### config.mk
export PLATFORM = sky130hd
export DESIGN_NAME = pic8_ctrl
export DESIGN_NICKNAME = d
export VERILOG_FILES = /design/src/rtl/pic8_pkg.sv /design/src/rtl/pic8_cmd_dec.sv /design/src/rtl/pic8_prio.sv /design/src/rtl/pic8_ctrl.sv
export SDC_FILE = /design/constraint.sdc
export NUM_CORES = 1
export LEC_CHECK = 0
export ABC_AREA = 1
export BUFFER_PORTS_ARGS = -buffer_cell sky130_fd_sc_hd__buf_4
export CORE_UTILIZATION = 45
export CTS_BUF_LIST = sky130_fd_sc_hd__clkbuf_8
export CTS_CLUSTER_SIZE = 12
export DETAILED_ROUTE_END_ITERATION = 10
export PLACE_DENSITY = 0.63
export SLEW_MARGIN = 20
export SYNTH_ARGS = -nofsm -noshare
export SYNTH_HDL_FRONTEND = slang
export SYNTH_SLANG_ARGS = --single-unit
export TNS_END_PERCENT = 30
### constraint.sdc
create_clock -name clk -period 2 [get_ports clk]
set_input_delay 0.1 -clock clk [delete_from_list [all_inputs] [get_ports clk]]
set_output_delay 0.1 -clock clk [all_outputs]
set_load 0.02 [all_outputs]
### src/rtl/pic8_pkg.sv
package pic8_pkg;
    localparam int LINES = 8;
    localparam int LVL_W = $clog2(LINES);

    typedef enum logic [2:0] {
        PH_RAW,
        PH_VEC,
        PH_LINK,
        PH_MODE,
        PH_RUN
    } phase_e;

    typedef enum logic [2:0] {
        CMD_START,
        CMD_EOI_LVL,
        CMD_EOI_TOP,
        CMD_SEL,
        CMD_OTHER
    } cmd_kind_e;

    typedef struct packed {
        cmd_kind_e          kind;
        logic [LVL_W-1:0]   lvl;
        logic               want_mode;
        logic               solo;
        logic               poll;
        logic               sel_upd;
        logic               sel_isr;
    } cmd_t;
endpackage

### src/rtl/pic8_cmd_dec.sv
module pic8_cmd_dec
    import pic8_pkg::*;
(
    input  logic [7:0] cmd_byte,
    output cmd_t       cmd_o
);
    always_comb begin
        cmd_o.kind = CMD_OTHER;
        if (cmd_byte[4]) begin
            cmd_o.kind = CMD_START;
        end else if (cmd_byte[3]) begin
            cmd_o.kind = CMD_SEL;
        end else if (cmd_byte[7:5] == 3'b011) begin
            cmd_o.kind = CMD_EOI_LVL;
        end else if (cmd_byte[7:5] == 3'b001) begin
            cmd_o.kind = CMD_EOI_TOP;
        end
        cmd_o.lvl       = cmd_byte[LVL_W-1:0];
        cmd_o.want_mode = cmd_byte[0];
        cmd_o.solo      = cmd_byte[1];
        cmd_o.poll      = cmd_byte[2];
        cmd_o.sel_upd   = cmd_byte[1];
        cmd_o.sel_isr   = cmd_byte[0];
    end
endmodule

### src/rtl/pic8_prio.sv
module pic8_prio #(
    parameter int N  = 8,
    parameter int LW = $clog2(N)
) (
    input  logic [N-1:0]  req,
    input  logic [N-1:0]  blk,
    output logic          hit,
    output logic [LW-1:0] lvl
);
    logic stop_c;

    always_comb begin
        hit    = 1'b0;
        lvl    = '0;
        stop_c = 1'b0;
        for (int i = 0; i < N; i++) begin
            if (!stop_c) begin
                if (blk[i]) begin
                    stop_c = 1'b1;
                end else if (req[i]) begin
                    hit    = 1'b1;
                    lvl    = LW'(i);
                    stop_c = 1'b1;
                end
            end
        end
    end
endmodule

### src/rtl/pic8_ctrl.sv
module pic8_ctrl
    import pic8_pkg::*;
(
    input  logic             clk,
    input  logic             rst_n,
    input  logic             cs,
    input  logic             wr_en,
    input  logic             rd_en,
    input  logic             a0,
    input  logic [7:0]       wdata,
    output logic [7:0]       rdata,
    input  logic [LINES-1:0] irq_in,
    output logic             int_out
);
    typedef struct packed {
        phase_e             phase;
        logic               need_link;
        logic               need_mode;
        logic [LINES-1:0]   irr;
        logic [LINES-1:0]   isr;
        logic [LINES-1:0]   imr;
        logic [LINES-1:0]   prev;
        logic               poll_arm;
        logic               sel_isr;
    } st_t;

    st_t s_q, s_d;

    cmd_t             cmd;
    logic             wr_cmd, wr_msk, rd_cmd, running;
    logic [LINES-1:0] rise;
    logic             hit, top_hit;
    logic [LVL_W-1:0] lvl, top_lvl;

    assign wr_cmd  = cs && wr_en && !a0;
    assign wr_msk  = cs && wr_en && a0;
    assign rd_cmd  = cs && rd_en && !wr_en && !a0;
    assign running = (s_q.phase == PH_RUN);
    assign rise    = irq_in & ~s_q.prev;

    pic8_cmd_dec u_dec (
        .cmd_byte (wdata),
        .cmd_o    (cmd)
    );

    pic8_prio #(.N(LINES), .LW(LVL_W)) u_win (
        .req (s_q.irr & ~s_q.imr),
        .blk (s_q.isr),
        .hit (hit),
        .lvl (lvl)
    );

    pic8_prio #(.N(LINES), .LW(LVL_W)) u_top (
        .req (s_q.isr),
        .blk ('0),
        .hit (top_hit),
        .lvl (top_lvl)
    );

    assign int_out = running && hit;

    always_comb begin
        if (a0) begin
            rdata = s_q.imr;
        end else if (s_q.poll_arm) begin
            rdata = {hit, 4'b0000, (hit ? lvl : LVL_W'(LINES - 1))};
        end else if (s_q.sel_isr) begin
            rdata = s_q.isr;
        end else begin
            rdata = s_q.irr;
        end
    end

    always_comb begin
        s_d      = s_q;
        s_d.prev = irq_in;

        if (rd_cmd && s_q.poll_arm) begin
            s_d.poll_arm = 1'b0;
            if (hit) begin
                s_d.isr[lvl] = 1'b1;
                s_d.irr[lvl] = 1'b0;
            end
        end

        if (running) begin
            s_d.irr = s_d.irr | rise;
        end

        if (wr_cmd) begin
            case (cmd.kind)
                CMD_START: begin
                    s_d.phase     = PH_VEC;
                    s_d.need_link = !cmd.solo;
                    s_d.need_mode = cmd.want_mode;
                    s_d.irr       = '0;
                    s_d.isr       = '0;
                    s_d.imr       = '0;
                    s_d.poll_arm  = 1'b0;
                    s_d.sel_isr   = 1'b0;
                end
                CMD_EOI_LVL: if (running) s_d.isr[cmd.lvl] = 1'b0;
                CMD_EOI_TOP: if (running && top_hit) s_d.isr[top_lvl] = 1'b0;
                CMD_SEL: if (running) begin
                    if (cmd.poll)    s_d.poll_arm = 1'b1;
                    if (cmd.sel_upd) s_d.sel_isr  = cmd.sel_isr;
                end
                default: ;
            endcase
        end

        if (wr_msk) begin
            case (s_q.phase)
                PH_VEC:  s_d.phase = s_q.need_link ? PH_LINK
                                   : (s_q.need_mode ? PH_MODE : PH_RUN);
                PH_LINK: s_d.phase = s_q.need_mode ? PH_MODE : PH_RUN;
                PH_MODE: s_d.phase = PH_RUN;
                PH_RUN:  s_d.imr   = wdata;
                default: ;
            endcase
        end
    end

    always_ff @(posedge clk) begin
        if (!rst_n) begin
            s_q <= '{phase: PH_RAW, need_link: 1'b0, need_mode: 1'b0,
                     irr: '0, isr: '0, imr: '0, prev: '0,
                     poll_arm: 1'b0, sel_isr: 1'b0};
        end else begin
            s_q <= s_d;
        end
    end

    // the mask stays clear until the block runs
    a_r2_mask_clear_in_init: assert property (@(posedge clk) disable iff (!rst_n)
        (s_q.phase != PH_RUN) |-> (s_q.imr == '0));

    // every rising edge seen while running lands in the request byte
    a_r4_edge_latched: assert property (@(posedge clk) disable iff (!rst_n)
        (running && (rise != '0) && !(wr_cmd && cmd.kind == CMD_START))
        |=> ((s_q.irr & $past(rise)) == $past(rise)));

    // a poll read with a winner acknowledges it and disarms
    a_r7_poll_ack: assert property (@(posedge clk) disable iff (!rst_n)
        (rd_cmd && s_q.poll_arm && hit) |=> (s_q.isr[$past(lvl)] && !s_q.poll_arm));

    // an empty poll leaves the in-service byte alone
    a_r8_spurious_keeps_isr: assert property (@(posedge clk) disable iff (!rst_n)
        (rd_cmd && s_q.poll_arm && !hit) |=> $stable(s_q.isr));

    // specific end-of-interrupt clears its level
    a_r9_spec_eoi: assert property (@(posedge clk) disable iff (!rst_n)
        (running && wr_cmd && cmd.kind == CMD_EOI_LVL) |=> !s_q.isr[$past(cmd.lvl)]);

    // no chip select, no change of programmed state
    a_r12_idle_bus: assert property (@(posedge clk) disable iff (!rst_n)
        !cs |=> ($stable(s_q.isr) && $stable(s_q.imr) && $stable(s_q.phase)));
endmodule

# Yosys cells after proc, flatten, opt, wreduce, memory -nomap -nowiden
# Cells that the tools add are included.
[word_totals] wordCells=184 output_inout_bits=9 input_bits=22 ff_bits=39
[classes] reduce_logical=19 n_mux=127 n_eq_ne=11 n_lt_le_gt_ge=6 bitwise_logic=12
[op_table] cell="2-to-1 mux 3 bit" count=41
[op_table] cell="2-to-1 mux 8 bit" count=9
[op_table] cell="2-to-1 mux 1 bit" count=65
[op_table] cell="AND 8 bit" count=5
[op_table] cell="inverter 8 bit" count=5
[op_table] cell="2-to-1 mux 16 bit" count=2
[op_table] cell="2-to-1 mux 29 bit" count=1
[op_table] cell="one-hot mux 8 bit (3 select lines)" count=1
[op_table] cell="bitwise OR 8 bit" count=2
[op_table] cell="== test 3 x 2 -> 1 bit (second input constant)" count=5
[op_table] cell="2-to-1 mux 13 bit" count=1
[op_table] cell="logical AND 1 bit" count=12
[op_table] cell="less-than comparator 3 x 4 -> 1 bit (second input constant)" count=3
[op_table] cell="demux 1 bit (select 3 bit)" count=3
[op_table] cell="== test 3 x 1 -> 1 bit (second input constant)" count=3
[op_table] cell=">= comparator 3 x 1 -> 1 bit (second input constant)" count=3
[op_table] cell="one-hot mux 3 bit (3 select lines)" count=1
[op_table] cell="2-to-1 mux 2 bit" count=2
[op_table] cell="inequality test 2 bit (second input constant)" count=2
[op_table] cell="one-hot mux 2 bit (2 select lines)" count=1
[op_table] cell="AND reduction 4 bit" count=1
[op_table] cell="== test 3 bit (second input constant)" count=1
[op_table] cell="logical NOT 1 bit" count=3
[op_table] cell="logical NOT 3 bit" count=1
[op_table] cell="other kinds (2)" count=2

# Depth between registers and ports, before layout
# Gate-level depths: netlist of the first run.
[logic_depth] ltp_word=37 depth_mapped=14 mapped_depth_nobuf=14

# Hierarchy
# Synthesis of the first run repeated with hierarchy kept, for this count alone.
[hier_totals] cells_unflattened=456 area_unflattened_um2=2791.4
[by_module_without_submodules] module="pic8_ctrl" cells_each=351 area_each_um2=2234.6 seq_area_each_um2=780.7 instances=1
[by_module_without_submodules] module="pic8_prio" cells_each=44 area_each_um2=225.2 seq_area_each_um2=0.0 instances=2
[by_module_without_submodules] module="pic8_cmd_dec" cells_each=17 area_each_um2=106.4 seq_area_each_um2=0.0 instances=1

# Worst setup path before layout of the first run
# Ideal clock, no wire load.
[synth_path] path_type="reg2out" from="register s_q[18] in the netlist's numbering" to="output port rdata[7]" required_ns=1.900 path_buffers=0 path_slack_ns=0.413 arrival_time_ns=1.487 stages_incl_launch_ff=8 cell_sequence="dfxtp_1 > nor2_4 > nand3_4 > nor2_8 > nand4_4 > nand2_2 > o21ai_0 > o221ai_1"
[synth_between] elab_chain_len=24 elab_cells_between_ends=31 classes_between="mux: 31"
[synth_lines] item="start: declaration" line_no="pic8_ctrl.sv:27" source="st_t s_q, s_d;"
[synth_lines] item="start signal: assignment" line_no="pic8_ctrl.sv:126" source="s_q <= '{phase: PH_RAW, need_link: 1'b0, need_mode: 1'b0,"
[synth_lines] item="2-to-1 mux 1 bit" line_no="pic8_prio.sv:18" source="if (blk[i]) begin"
[synth_lines] item="2-to-1 mux 1 bit" line_no="pic8_prio.sv:20" source="end else if (req[i]) begin"
[synth_lines] item="2-to-1 mux 1 bit" line_no="pic8_prio.sv:18"
[synth_lines] item="2-to-1 mux 1 bit" line_no="pic8_prio.sv:17" source="if (!stop_c) begin"
[synth_lines] item="2-to-1 mux 1 bit" line_no="pic8_prio.sv:20"
[synth_lines] item="2-to-1 mux 1 bit" line_no="pic8_prio.sv:18"
[synth_lines] item="2-to-1 mux 1 bit" line_no="pic8_prio.sv:17"
[synth_lines] item="2-to-1 mux 1 bit" line_no="pic8_prio.sv:20"
[synth_lines] item="(+8 left out)"
[synth_lines] item="2-to-1 mux 1 bit" line_no="pic8_prio.sv:20"
[synth_lines] item="2-to-1 mux 1 bit" line_no="pic8_prio.sv:18"
[synth_lines] item="2-to-1 mux 1 bit" line_no="pic8_prio.sv:17"
[synth_lines] item="2-to-1 mux 1 bit" line_no="pic8_prio.sv:20"
[synth_lines] item="2-to-1 mux 1 bit" line_no="pic8_prio.sv:18"
[synth_lines] item="2-to-1 mux 1 bit *" line_no="pic8_prio.sv:17"
[synth_lines] item="2-to-1 mux 8 bit *" line_no="pic8_ctrl.sv:65" source="end else if (s_q.poll_arm) begin"
[synth_lines] item="2-to-1 mux 8 bit *" line_no="pic8_ctrl.sv:63" source="if (a0) begin"
[synth_lines] item="end: declaration" line_no="pic8_ctrl.sv:11" source="output logic [7:0] rdata,"
# Mark *: on every way between the ends. The rest lies on a longest branch, timed or not.

# Worst setup path in the final report of the first run
[layout_path] from="register s_q[16] in the netlist's numbering" to="output port rdata[1]"
[layout_between] elab_chain_len=11 elab_cells_between_ends=20 classes_between="mux: 18; bitwise: 2"
[layout_lines] item="inverter 8 bit *" line_no="pic8_ctrl.sv:47" source=".req (s_q.irr & ~s_q.imr),"
[layout_lines] item="AND 8 bit *" line_no="pic8_ctrl.sv:47"
[layout_lines] item="2-to-1 mux 3 bit or 2-to-1 mux 1 bit (tied branches)" line_no="pic8_prio.sv:20"
[layout_lines] item="2-to-1 mux 3 bit or 2-to-1 mux 1 bit (tied branches)" line_no="pic8_prio.sv:18"
[layout_lines] item="2-to-1 mux 3 bit or 2-to-1 mux 1 bit (tied branches)" line_no="pic8_prio.sv:17"
[layout_lines] item="2-to-1 mux 3 bit or 2-to-1 mux 1 bit (tied branches)" line_no="pic8_prio.sv:20"
[layout_lines] item="2-to-1 mux 3 bit or 2-to-1 mux 1 bit (tied branches)" line_no="pic8_prio.sv:18"
[layout_lines] item="2-to-1 mux 3 bit or 2-to-1 mux 1 bit (tied branches)" line_no="pic8_prio.sv:17"
[layout_lines] item="2-to-1 mux 3 bit *" line_no="pic8_ctrl.sv:66" source="rdata = {hit, 4'b0000, (hit ? lvl : LVL_W'(LINES - 1))};"
[layout_lines] item="2-to-1 mux 8 bit *" line_no="pic8_ctrl.sv:65"
[layout_lines] item="2-to-1 mux 8 bit *" line_no="pic8_ctrl.sv:63"
# Marks and branches as above.

==> flow_metrics.py, run 1 <==
metrics = {
    "status": {
        "outcome": "completed",
    },
    "timing": {
        "hold_ws_ns": 0.00604,
        "finClkSkew_ns": 0.00616,
        "max_freq_mhz": 522,
        "relSlewSlack": 0.706,
        "drv_slew": 0,
        "hold_viol_final": 0,
        "tightest_slew_ns": 0.437,
        "setup_viol": 0,
        "rsz0062_at_grt": "true",
        "fin_crit_sh": 0.958,
        "min_period_ns": 1.92,
        "setup_ws_ns": 0.0833,
    },
    "final_layout": {
        "fillCellCount": 486,
        "regMostFlops": "s_q",
        "n_antenna_cell": 0,
        "largest_registers": "s_q (39)",
        "area_delta_synth_final_pct": 26.3,
        "post_route_cells_drive_above_1_share": 0.199,
        "largest_reg_flops": 39,
        "layout.nets": 429,
        "fin_util": 0.605,
    },
    "placed_design": {
        "place_ws_ns": 0.246,
        "dp_hpwl_mm": 5.24,
        "gp_congestion": 0.909,
        "portBuffers": 30,
    },
    "critical_path": {
        "cp.required_ns": 1.90,
        "end_kind": "output port",
        "cp_slowest_stage_delay_ns": 0.40,
        "cpMaxStageDelayCell": "dfxtp_1",
        "crit_chain": "inv_1 -> nand2_1 -> nand2_1 -> nor2_1 -> nand4_4 -> nand2_4 -> o21ai_2 -> o21ai_1 -> o21ai_1 -> buf_4",
        "start_kind": "register",
        "critical_path_class": "reg -> out",
        "critical_path_arrival_ns": 1.82,
        "cp_max_fo": 4,
    },
    "synthesis": {
        "synth-main-ff-cell": "dfxtp_1",
        "ys_ff_latch": 39,
        "synth_cell_type_count": 31,
        "avgSynthCellArea_um2": 6.46,
        "ys_seq_area_frac": 0.339,
        "yosysWarnings": 0,
        "synthesis.nets": 379,
        "synth_cells": 357,
        "netlist_area_um2": 2310,
        "synth_edf_count": 0,
        "synthArstFlopShare": 0,
    },
    "grt": {
        "grt_remaining_overflow": 0,
        "antenna_found_initial": 0,
        "grt_pass1_vias": 2348,
        "grt_use_total": 0.275,
        "grt_pass1_wl_mm": 11.1,
        "grt_max_degree": 24,
    },
    "route": {
        "drt_iter0_drc": 179,
        "drt-pass1-iter-count": 5,
        "post_drt_wl_per_cell_um": 14.6,
        "via_per_inst": 5.33,
        "drt-total-wl_mm": 6.91,
        "drc": 0,
        "antenna_left": 0,
        "dr_total_vias": 2531,
    },
    "flow_run": {
        "maxCapViolCount": 0,
    },
    "clock_tree": {
        "clkTransAtPathRegs_ns": 0.08,
        "cts.root.buffer_cell": "clkbuf_8",
        "tritoncts": "yes",
        "cts_sinks": 39,
        "htreeDepth": 2,
        "cts_max_path_buffers": 2,
        "clkLatencyLatePin_ns": 0.29,
        "cts-buffers-inserted": 5,
    },
    "floorplanning": {
        "ios": 31,
        "dieArea_um2": 5410,
        "chipHeight_um": 73.6,
        "dieWidth_um": 73.6,
        "core_um2": 4820,
        "row_count": 25,
        "initial_utilization": 0.479,
    },
    "power": {
        "p_leak_nw": 1.25,
        "powerDensity_nw_per_um2": 555,
        "vdd_drop_max_uv": 359,
    },
    "hold_path": {
        "hp-class": "in -> reg",
    },
}
-- Yosys cell counts, types with 2 or more instances --
cell      instances  area (um2)
nor3_1            9        45.0
nand2_2           2        12.5
nand2_1          73         274
nand4_1           3        18.8
o31ai_1           2        15.0
o211ai_1          2        15.0
nor2_2            2        12.5
o22ai_1           2        12.5
a31oi_1           2        12.5
dfxtp_1          39         781
clkbuf_1          2        7.51
a211oi_1          7        52.6
buf_2             4        20.0
inv_1            49         184
nand3b_1          2        15.0
nor2_1           44         165
nor2_4            3        33.8
nand3_2           2        20.0
o21ai_0          38         190
a21oi_1          42         210
nand3_1          18        90.1
-- final timing paths --
kind,startpoint,end,slack (ns),depth (start not counted)
setup / recovery,s_q[16],rdata[1],0.08,10
hold / removal,irq_in[5],s_q[7],0.006,3
hold reg to reg,s_q[33],s_q[33],0.49,2
setup reg to reg,s_q[19],s_q[20],0.21,9
-- worst max-delay path, delay by kind of cell, from the launching register on --
kind / cells / cell delay (ns)
flops: 1 / 0.40
simple gates: 5 / 0.61
compound gates: 3 / 0.29
buf+inv: 2 / 0.24
-- power breakdown --
part	total, W	internal [W]	switching [W]
sequential	0.000795	0.000789	0.00000626
clock	0.000666	0.000372	0.000294
combinational	0.000157	0.0000662	0.0000910
-- cells in the final DEF (no fill, tap or decap), types with 5 or more instances in the layout --
master          n
a21oi_1        41
a211oi_1        7
buf_4          43
clkbuf_8        5
nand2_1        71
o21ai_0        33
dfxtp_2         5
dlygate4sd3_1   7
inv_1          47
nor2_2          5
nand3_1        17
dfxtp_1        34
nor2_1         41
nor3_1          9
-- layout make-up --
type | count | area [um2] | share of cell area
well taps | 67 | 83.8 | 0.0288
inverters | 51 | 191 | 0.0657
clock inverters | 3 | 43.8 | 0.0150
repair buffers | 50 | 393 | 0.135
flip-flops and latches | 39 | 787 | 0.270
clock buffers | 5 | 68.8 | 0.0236
multi-input cells | 260 | 1350 | 0.462
-- timing repair --
action / in CTS / in global routing
buffers inserted: 0 / 2
resized for setup: 5 / 19
setup endpoints to repair: 3 / 3
hold endpoints to repair: 7 / 0
hold buffers: 7 / 0
pin swaps: 2 / 6
-- per-stage QoR --
stage | area [um2] | TNS, ns | power (W) | std cells
3_5_place_dp | 2660 | 0 | 0.000957 | 458
4_1_cts | 2860 | 0 | 0.00163 | 473
5_1_grt | 2910 | -0.0299 | 0.00169 | 475
3_3_place_gp | 2660 | 0 | 0.000956 | 458
6_report | 2910 | 0 | 0.00162 | 475
2_1_floorplan | 2310 | 0 | 0.000885 | 357
-- routing by layer --
layer	up-vias	GRT usage	wire (um)
met2	89	0.454	3180
met5	-	0	0
li1	1282	-	-
met1	1142	0.355	3210
met4	0	0.0983	168
met3	18	0.0549	350
-- cells by family (layout without fill, tap and decap cells) --
logic type             count (synthesis)  count (layout)  synth area share
buffers and inverters                 58             109             0.101
flip-flops                            39              39             0.339
AO/OA/AOI/OAI                         98              98             0.232
AND/OR/NAND/NOR                      162             162             0.329
No activity file was read; power rests on OpenSTA's default activity.
==> run 2, diff against run 1 <==
--- a/config.mk
+++ b/config.mk
@@ -7,11 +7,11 @@
 export LEC_CHECK = 0
 export ABC_AREA = 1
 export BUFFER_PORTS_ARGS = -buffer_cell sky130_fd_sc_hd__buf_4
-export CORE_UTILIZATION = 45
+export CORE_UTILIZATION = 60
 export CTS_BUF_LIST = sky130_fd_sc_hd__clkbuf_8
 export CTS_CLUSTER_SIZE = 12
 export DETAILED_ROUTE_END_ITERATION = 10
-export PLACE_DENSITY = 0.63
+export PLACE_DENSITY = 0.81
 export SLEW_MARGIN = 20
 export SYNTH_ARGS = -nofsm -noshare
 export SYNTH_HDL_FRONTEND = slang
==> run 2 against run 1 <==
Against the previous run: clock power fell by 17%; sequential power barely moved; combinational power is essentially flat; cell count down 3.4%; die area down 24%; non-clock buffer count grew 3; clock-buffer cell count unchanged; worst setup slack worse by 0.045 ns; critical endpoint is now rdata[0].
==> flow_metrics.py, run 2 (synthesis gave the netlist of run 1 again) <==
metrics = {
    "status": {
        "outcome": "completed",
    },
    "route": {
        "post_drt_wl_per_cell_um": 14.9,
        "dr_total_vias": 2601,
        "drt-total-wl_mm": 6.83,
        "drt_iter0_drc": 217,
        "via_per_inst": 5.67,
        "drt-pass1-iter-count": 7,
        "drc": 0,
        "antenna_left": 0,
    },
    "timing": {
        "relSlewSlack": 0.735,
        "finClkSkew_ns": 0.00822,
        "timing.setup.tns_ns": 0,
        "drv_slew": 0,
        "hold_viol_final": 0,
        "max_freq_mhz": 510,
        "rsz0062_at_grt": "true",
        "min_period_ns": 1.96,
        "setup_viol": 0,
        "tightest_slew_ns": 0.394,
        "fin_crit_sh": 0.981,
    },
    "final_layout": {
        "fin_util": 0.781,
        "fillCellCount": 295,
        "layout.nets": 432,
        "multiInputGateArea_um2": 1320,
        "regMostFlops": "s_q",
        "final-seq-area_um2": 787,
        "largest_reg_flops": 39,
        "post_route_cells_drive_above_1_share": 0.195,
        "final_common_cell": "nand2_1",
        "layout_common_cells": "71 x nand2_1, 47 x inv_1, 46 x buf_4, 43 x nor2_1, 42 x a21oi_1",
        "largest_registers": "s_q (39)",
        "n_antenna_cell": 0,
        "area_delta_synth_final_pct": 23.9,
    },
    "power": {
        "power.total_w": 0.00151,
        "powerDensity_nw_per_um2": 527,
        "vdd_drop_max_uv": 503,
        "p_leak_nw": 1.23,
    },
    "floorplanning": {
        "dieWidth_um": 64.0,
        "core_um2": 3660,
        "ios": 31,
        "initial_utilization": 0.630,
        "chipHeight_um": 64.0,
        "row_count": 22,
        "dieArea_um2": 4100,
    },
    "grt": {
        "antenna_found_initial": 0,
        "grt_pass1_wl_mm": 10.9,
        "grt_use_total": 0.355,
        "grt_max_degree": 24,
        "grt_pass1_vias": 2361,
        "grt_remaining_overflow": 0,
    },
    "critical_path": {
        "cp.required_ns": 1.90,
        "cp_slowest_stage_delay_ns": 0.35,
        "end_kind": "output port",
        "critical_path_arrival_ns": 1.86,
        "start_kind": "register",
        "critical_path_class": "reg -> out",
        "cp_max_fo": 5,
        "cpMaxStageDelayCell": "dfxtp_2",
        "path_common_cell": "o21ai_1",
        "crit_chain": "nor2_4 -> nand3_4 -> nor2_8 -> o211ai_1 -> nand2_1 -> o21ai_2 -> o21ai_1 -> o21ai_1 -> buf_4",
    },
    "clock_tree": {
        "clkTransAtPathRegs_ns": 0.08,
        "cts_max_path_buffers": 2,
        "htreeDepth": 2,
        "clkLatencyLatePin_ns": 0.31,
        "tritoncts": "yes",
        "cts.root.buffer_cell": "clkbuf_8",
        "cts-buffers-inserted": 5,
        "cts_sinks": 39,
    },
    "hold_path": {
        "hp-class": "in -> reg",
    },
    "placed_design": {
        "portBuffers": 30,
        "gp_congestion": 0.993,
        "dp_hpwl_mm": 5.19,
    },
    "flow_run": {
        "maxCapViolCount": 0,
    },
}
## run 2: cell count changes in the layout (fill, tap and decap cells not counted), moves of 2 or more
cell / before / now
nor2_2: 5 / 3
o21ai_0: 33 / 31
o21ai_1: 4 / 6
buf_4: 43 / 46
clkinvlp_4: 0 / 2
nor2_1: 41 / 43
## run 2: area by class of cell
cell class / instances / share of cell area
Tap cell: 48 / 0.0210
Multi-Input combinational cell: 260 / 0.460
Clock inverter: 3 / 0.00701
Sequential cell: 39 / 0.275
Inverter: 51 / 0.0670
Clock buffer: 5 / 0.0241
Timing Repair Buffer: 53 / 0.145
## run 2: power by group
part / switching [W] / total (W) / internal, W
Sequential: 0.00000751 / 0.000796 / 0.000789
Clock: 0.000308 / 0.000551 / 0.000243
Combinational: 0.0000903 / 0.000158 / 0.0000678
## run 2: path summary, 6_finish.rpt
path	cells past startpoint	slack [ns]	end	from
hold / removal	3	0.01	s_q[4]	irq_in[2]
setup / recovery	9	0.04	rdata[0]	s_q[19]
hold reg to reg	3	0.50	s_q[30]	s_q[6]
setup reg to reg	12	0.14	s_q[23]	s_q[19]
## run 2: worst max-delay path, delay by kind of cell (launching register included)
| family | cells | cell delay (ns) |
|---|---|---|
| AO/OA/AOI/OAI | 4 | 0.44 |
| buffers and inverters | 1 | 0.16 |
| flip-flops | 1 | 0.35 |
| AND/OR/NAND/NOR | 4 | 0.61 |
## run 2: layer usage
metal	track usage	vias to the layer above	wire length [um]
li1	-	1293	-
met1	0.437	1172	2860
met2	0.614	114	3320
met3	0.0554	22	446
met4	0.139	0	205
met5	0	-	0
## run 2: timing repair
action	in CTS	in global routing
endpoints found under the hold margin	7	0
setup buffers	2	2
pin swaps	3	5
endpoints found under the setup margin	3	4
hold buffers	7	0
gates resized for setup	6	14
## run 2: metrics by stage
stage	setup slack (ns)	std cells	area, um2	hold slack, ns
after floorplan	0.413	357	2310	0.190
after global placement	0.255	440	2640	0.285
after detailed placement	0.234	440	2640	0.292
after CTS	0.0148	457	2830	0.0118
after global routing	-0.0396	459	2860	0.0155
final	0.0386	459	2860	0.00955
